===== src/rtl/ehm_pkg.sv =====
package ehm_pkg;
  typedef logic [7:0] err_code_t;
  localparam err_code_t ERR_NONE = 8'h00;
  localparam err_code_t ERR_RUN  = 8'h2C;
  localparam err_code_t ERR_PROP = 8'h2D;
  localparam err_code_t ERR_DUP  = 8'h1E;

  typedef enum logic [1:0] {
    PK_FILL  = 2'd0,
    PK_CHECK = 2'd1,
    PK_HOLD  = 2'd2
  } pack_state_t;
endpackage


===== src/rtl/ehm_run_test.sv =====
module ehm_run_test #(
  parameter int SMP_W  = 8,
  parameter int CUTOFF = 5
) (
  input  logic             clk,
  input  logic             rst,
  input  logic             vld,
  input  logic [SMP_W-1:0] din,
  output logic             fail
);
  localparam int RW = $clog2(CUTOFF + 2);

  logic [SMP_W-1:0] last_q;
  logic [RW-1:0]    run_q;
  logic             have_q;
  logic [RW-1:0]    run_nx;

  // length of the run including the current sample
  always_comb begin
    if (have_q && (din == last_q)) run_nx = run_q + 1'b1;
    else                           run_nx = RW'(1);
  end

  assign fail = vld && (run_nx >= RW'(CUTOFF));

  always_ff @(posedge clk) begin
    if (rst) begin
      last_q <= '0;
      run_q  <= '0;
      have_q <= 1'b0;
    end else if (vld) begin
      last_q <= din;
      have_q <= 1'b1;
      run_q  <= (run_nx > RW'(CUTOFF)) ? RW'(CUTOFF) : run_nx;
    end
  end
endmodule


===== src/rtl/ehm_prop_test.sv =====
module ehm_prop_test #(
  parameter int SMP_W  = 8,
  parameter int WINDOW = 512,
  parameter int CUTOFF = 13
) (
  input  logic             clk,
  input  logic             rst,
  input  logic             vld,
  input  logic [SMP_W-1:0] din,
  output logic             fail
);
  localparam int PW = $clog2(WINDOW);
  localparam int CW = $clog2(CUTOFF + 2);

  logic [PW-1:0]    pos_q;
  logic [SMP_W-1:0] ref_q;
  logic [CW-1:0]    hits_q;
  logic [CW-1:0]    hits_nx;
  logic             match;

  assign match   = (pos_q != '0) && (din == ref_q);
  assign hits_nx = hits_q + 1'b1;
  assign fail    = vld && match && (hits_nx >= CW'(CUTOFF));

  always_ff @(posedge clk) begin
    if (rst) begin
      pos_q  <= '0;
      ref_q  <= '0;
      hits_q <= '0;
    end else if (vld) begin
      pos_q <= (pos_q == PW'(WINDOW - 1)) ? '0 : pos_q + 1'b1;
      if (pos_q == '0) begin
        ref_q  <= din;
        hits_q <= CW'(1);
      end else if (match && (hits_q < CW'(CUTOFF))) begin
        hits_q <= hits_nx;
      end
    end
  end
endmodule


===== src/rtl/ehm_seed_pack.sv =====
module ehm_seed_pack
  import ehm_pkg::*;
#(
  parameter int SMP_W  = 8,
  parameter int SEED_W = 512
) (
  input  logic              clk,
  input  logic              rst,
  input  logic              in_vld,
  input  logic [SMP_W-1:0]  in_byte,
  input  logic              take,
  output logic              accept,
  output logic              hold,
  output logic              dup,
  output logic [SEED_W-1:0] seed
);
  localparam int NSLOT = SEED_W / SMP_W;
  localparam int IW    = $clog2(NSLOT);

  pack_state_t      st_q;
  logic [IW-1:0]    idx_q;
  logic             prev_vld_q;
  logic [SMP_W-1:0] slot_q [NSLOT];
  logic [SMP_W-1:0] prev_q [NSLOT];
  logic [NSLOT-1:0] same;

  genvar g;
  generate
    for (g = 0; g < NSLOT; g++) begin : g_slot
      assign seed[g*SMP_W +: SMP_W] = slot_q[g];
      assign same[g] = (slot_q[g] == prev_q[g]);
    end
  endgenerate

  assign accept = (st_q == PK_FILL);
  assign hold   = (st_q == PK_HOLD);
  assign dup    = (st_q == PK_CHECK) && prev_vld_q && (&same);

  // storage written without reset so it maps onto plain memory bits
  always_ff @(posedge clk) begin
    if ((st_q == PK_FILL) && in_vld) slot_q[idx_q] <= in_byte;
    if ((st_q == PK_CHECK) && !dup)  prev_q <= slot_q;
  end

  always_ff @(posedge clk) begin
    if (rst) begin
      st_q       <= PK_FILL;
      idx_q      <= '0;
      prev_vld_q <= 1'b0;
    end else begin
      case (st_q)
        PK_FILL: if (in_vld) begin
          if (idx_q == IW'(NSLOT - 1)) begin
            idx_q <= '0;
            st_q  <= PK_CHECK;
          end else begin
            idx_q <= idx_q + 1'b1;
          end
        end
        PK_CHECK: begin
          if (dup) begin
            st_q <= PK_FILL;
          end else begin
            prev_vld_q <= 1'b1;
            st_q       <= PK_HOLD;
          end
        end
        PK_HOLD: if (take) st_q <= PK_FILL;
        default: st_q <= PK_FILL;
      endcase
    end
  end
endmodule


===== src/rtl/entropy_health_monitor.sv =====
module entropy_health_monitor
  import ehm_pkg::*;
#(
  parameter int SMP_W     = 8,
  parameter int SEED_W    = 512,
  parameter int H_X100    = 631,
  parameter int APT_WIN   = 512,
  parameter int APT_CUT   = 13,
  parameter int STARTUP_N = 1024
) (
  input  logic              clk,
  input  logic              rst,
  input  logic              smp_valid,
  input  logic [SMP_W-1:0]  smp_data,
  input  logic              seed_req,
  output logic              seed_ready,
  output logic [SEED_W-1:0] seed_data,
  output logic              fail_flag,
  output logic [7:0]        err_code
);
  // run cutoff = 1 + ceil(20 / H), H given in hundredths of a bit
  localparam int RCT_CUT = 1 + (2000 + H_X100 - 1) / H_X100;
  localparam int SW      = $clog2(STARTUP_N);

  logic          err_q;
  err_code_t     code_q;
  logic          started_q;
  logic [SW-1:0] su_cnt_q;
  logic          live;
  logic          run_fail, prop_fail;
  logic          pk_accept, pk_hold, pk_dup, pk_vld, take;

  assign live   = smp_valid && !err_q;
  assign pk_vld = live && started_q && pk_accept;
  assign take   = seed_req && seed_ready;

  ehm_run_test #(.SMP_W(SMP_W), .CUTOFF(RCT_CUT)) u_run (
    .clk(clk), .rst(rst), .vld(live), .din(smp_data), .fail(run_fail)
  );

  ehm_prop_test #(.SMP_W(SMP_W), .WINDOW(APT_WIN), .CUTOFF(APT_CUT)) u_prop (
    .clk(clk), .rst(rst), .vld(live), .din(smp_data), .fail(prop_fail)
  );

  ehm_seed_pack #(.SMP_W(SMP_W), .SEED_W(SEED_W)) u_pack (
    .clk(clk), .rst(rst), .in_vld(pk_vld), .in_byte(smp_data), .take(take),
    .accept(pk_accept), .hold(pk_hold), .dup(pk_dup), .seed(seed_data)
  );

  // startup phase: count clean samples before packing is enabled
  always_ff @(posedge clk) begin
    if (rst) begin
      started_q <= 1'b0;
      su_cnt_q  <= '0;
    end else if (live && !started_q) begin
      if (su_cnt_q == SW'(STARTUP_N - 1)) started_q <= 1'b1;
      else                                su_cnt_q  <= su_cnt_q + 1'b1;
    end
  end

  // first failure wins; run test has priority over proportion test
  always_ff @(posedge clk) begin
    if (rst) begin
      err_q  <= 1'b0;
      code_q <= ERR_NONE;
    end else if (!err_q) begin
      if (run_fail) begin
        err_q  <= 1'b1;
        code_q <= ERR_RUN;
      end else if (prop_fail) begin
        err_q  <= 1'b1;
        code_q <= ERR_PROP;
      end else if (pk_dup) begin
        err_q  <= 1'b1;
        code_q <= ERR_DUP;
      end
    end
  end

  assign seed_ready = pk_hold && !err_q;
  assign fail_flag  = err_q;
  assign err_code   = code_q;
endmodule


===== config.mk =====
export PLATFORM = sky130hd
export DESIGN_NAME = entropy_health_monitor
export DESIGN_NICKNAME = d
export VERILOG_FILES = /design/src/rtl/ehm_pkg.sv /design/src/rtl/ehm_run_test.sv /design/src/rtl/ehm_prop_test.sv /design/src/rtl/ehm_seed_pack.sv /design/src/rtl/entropy_health_monitor.sv
export SDC_FILE = /design/constraint.sdc
export NUM_CORES = 1
export LEC_CHECK = 0
export BUFFER_PORTS_ARGS = -buffer_cell sky130_fd_sc_hd__buf_2
export CORE_MARGIN = 3
export CORE_UTILIZATION = 55
export CTS_CLUSTER_SIZE = 30
export DETAILED_ROUTE_END_ITERATION = 8
export HOLD_SLACK_MARGIN = 0.15
export PLACE_DENSITY = 0.77
export SLEW_MARGIN = 20
export SYNTH_ARGS = -nofsm -noshare
export SYNTH_HDL_FRONTEND = slang
export SYNTH_SLANG_ARGS = --single-unit

===== constraint.sdc =====
create_clock -name clk -period 11 [get_ports clk]
set_clock_uncertainty 0.05 [all_clocks]
set_input_delay 2.2 -clock clk [delete_from_list [all_inputs] [get_ports clk]]
set_output_delay 2.2 -clock clk [all_outputs]
set_load 0.01 [all_outputs]

==> run summary <==
status: finished, final reports clean
initial antenna violation count: 2
average cell area after synthesis: 18.43 um^2
top_reg_cell synth: edfxtp_1
post-route cell area: 47160 um^2
switching share of power: 0.1975
Power Internal: 6.517 mW
min setup slack post-route: 6105 ps
die area: 75040 um^2
combinational share of power: 0.011
Max Clk Rate: 0.2043 GHz
die width: 273.9 um
Area Overhead vs Synth: 19.43%
I/O Buffers: 531
async set-reset flop share out of synthesis: 0
CTS tree: built
R2R Setup Slk: 6110 ps
worst min path class: reg -> reg
Routed WL: 121800 um
maximum clock path buffer count: 3
crit path launch type: flip-flop
gp weighted congestion: 0.9150
die height: 273.9 um
Mapped Area: 39480 um^2
part of the power in registers: 0.552
Iter 0 DRT Violations: 3066
Yosys cell types: 56
peak supply drop: 0.0001268 V
io pins: 534
CTS Buf Count: 103
GR Util All Layers: 0.3209
unrepaired setup endpoints after global routing: false
total grt overflow: 0
nets: 2822
Clock Sinks: 1082
clock-pin slew on the worst setup and hold paths: 60 ps
CP Data Arrival Time: 5140 ps
PD cells: 172.2 nW/um^2
crit share post-route: 0.4450
initial core utilization: 0.5599
max cap viols: 0
vias per inst: 5.976
largest net degree at the start of global routing: 184
post-synthesis compound-gate area fraction: 0.009031
setup bufs post-CTS: 0
Critical Path Start: u_pack.seed[174]
main combinational cell family by area after synthesis: XOR/XNOR gates
drt wl/cell: 31.82 um
ratio of cells with drive above 1 in the final layout: 0.2708
RR Startpoint: u_pack.seed[174]
setup_tns: 0 ps
post-CTS sizing: 0
first-pass GRT wire length: 166800 um
CORE AREA: 70510 um^2
total cell area at the placement stage: 43720 um^2
Post-synth EDFFs: 1024
Clock Latency Late Sink: 670 ps
fillers: 4562
adder-cell share of the synthesized area: 0.002535
fin util: 0.6688
Switching Power: 1.604 mW
Fin. Hold Viols: 0
cell count after synthesis: 2142
H-Tree Depth: 3
routed vias: 22880
largest cells by area after synthesis: edfxtp_1, xnor2_1, dfxtp_1
most frequent cell after synthesis: edfxtp_1
row cnt: 97
final setup violating endpoints: 0
DPL Wire Length: 82220 um
Seq cells post-synth: 1082
Post-Synth Simple-Gate Area: 0.05622
root buf cell: clkbuf_16
Worst R2R End: u_pack.prev_q[209]
critical path endpoint category: flip-flop
Final Max Slew Viols: 0
Clock power frac: 0.438
n_diodes: 0
Worst Tran Pin Value: 1227 ps
register area share after synthesis: 0.8082
total power: 8.122 mW
post-synth top area cell: edfxtp_1
Yosys warning count: 0
xor/xnor share of the synthesized area: 0.1169
Hold Buf Count CTS: 0
top cell type's share of synthesized area: 0.7788
post-synthesis mux area share: 0.002535
Hold Crit Start: u_run.last_q[5]
Final ANT Viol Nets: 0
Hold EP: u_run.last_q[5]
Max FO, Critical Path: 92
max_slew headroom: 0.1811
Req. time, crit path: 11240 ps
FF-to-FF path depth: 9
pre-CTS setup slack: 5141 ps
drt pass-1 iters: 6
number of global-route vias before repair: 21900
leak pwr: 15.56 nW
detailed-route DRC error count: 0
hold path depth: 2
critical path class: reg -> reg
synth cell count leaders: edfxtp_1, xnor2_1, nand4_1
Tmin final: 4895 ps
-- critical path, cell delays in order, from the launching register on --
cell,delay [ps]
edfxtp_1,420
xnor2_1,240
nand4_1,130
nor4_1,830
nand4_1,290
nor4_2,700
nand4_2,380
and2_4,440
buf_4,440
buf_6,480
-- worst max path at each step --
stage / endpoint / slack [ps] / cells past startpoint
2_1_floorplan: u_pack.prev_q[0] / 3040 / 7
3_3_place_gp: u_pack.prev_q[209] / 5330 / 9
3_5_place_dp: u_pack.prev_q[484] / 5140 / 9
4_1_cts: u_pack.prev_q[209] / 5080 / 9
5_1_grt: u_pack.prev_q[395] / 6000 / 9
6_report: u_pack.prev_q[209] / 6110 / 9
-- layer usage --
layer | vias to the layer above | GRT usage | share of wire
met4 | 0 | 0.1449 | 0.050
li1 | 9375 | - | -
met5 | - | 0 | 0
met3 | 302 | 0.07595 | 0.11
met2 | 1635 | 0.5070 | 0.47
met1 | 11560 | 0.4285 | 0.37
-- power by group through the flow --
stage / logic, mW / registers (mW) / clock network [mW]
after floorplan: 0.0272 / 4.57 / 0
after global placement: 0.0844 / 4.57 / 0
after detailed placement: 0.0860 / 4.57 / 0
after CTS: 0.0868 / 4.48 / 3.58
after global routing: 0.0922 / 4.48 / 3.75
final: 0.0881 / 4.48 / 3.55
-- sequential cells by signal, indices dropped and copies added (netlist names) --
name / cells
u_pack.idx_q: 6
fail_flag: 1
u_pack.prev_vld_q: 1
u_run.last_q: 8
u_pack.prev_q: 512
err_code: 4
su_cnt_q: 10
u_prop.ref_q: 8
u_prop.pos_q: 9
u_prop.hits_q: 4
u_pack.st_q: 2
started_q: 1
u_run.have_q: 1
u_run.run_q: 3
u_pack.seed: 512
-- final cells by class --
class | count | area, um^2 | area share
Timing Repair Buffer | 575 | 3028 | 0.06421
Multi-Input combinational cell | 1018 | 7566 | 0.1604
Clock buffer | 130 | 2811 | 0.05962
Clock inverter | 61 | 583.1 | 0.01236
Tap cell | 940 | 1176 | 0.02494
Inverter | 22 | 82.58 | 0.001751
Sequential cell | 1082 | 31910 | 0.6767
-- kinds of logic (layout without fill, tap and decap cells) --
logic type / Yosys count / in the layout
AOI/OAI and AO/OA: 57 / 57
xor gates and xnor gates: 527 / 527
adders and majority gates: 8 / 8
buffers and inverters: 43 / 788
DFF: 1082 / 1082
muxes: 10 / 10
other: 1 / 2
and+or+nand+nor: 414 / 414
-- placed cells by master, fill, tap and decap left out, types with 35 or more instances in the layout --
| cell type | count |
|---|---|
| buf_2 | 531 |
| nor4_1 | 35 |
| edfxtp_1 | 1024 |
| xnor2_1 | 491 |
| dfxtp_1 | 58 |
| xor2_1 | 36 |
| nor2_1 | 74 |
| nand4_1 | 134 |
| clkbuf_16 | 105 |
| nand2_1 | 52 |
| buf_4 | 40 |
-- metrics by stage --
step	instances	hold WS (ps)
after floorplan	2143	385.6
after global placement	3636	393.6
after detailed placement	3636	409.8
after CTS	3827	418.5
after global routing	3828	433.6
final	3828	419.7
Note: power is estimated with default switching activity, not from simulation.
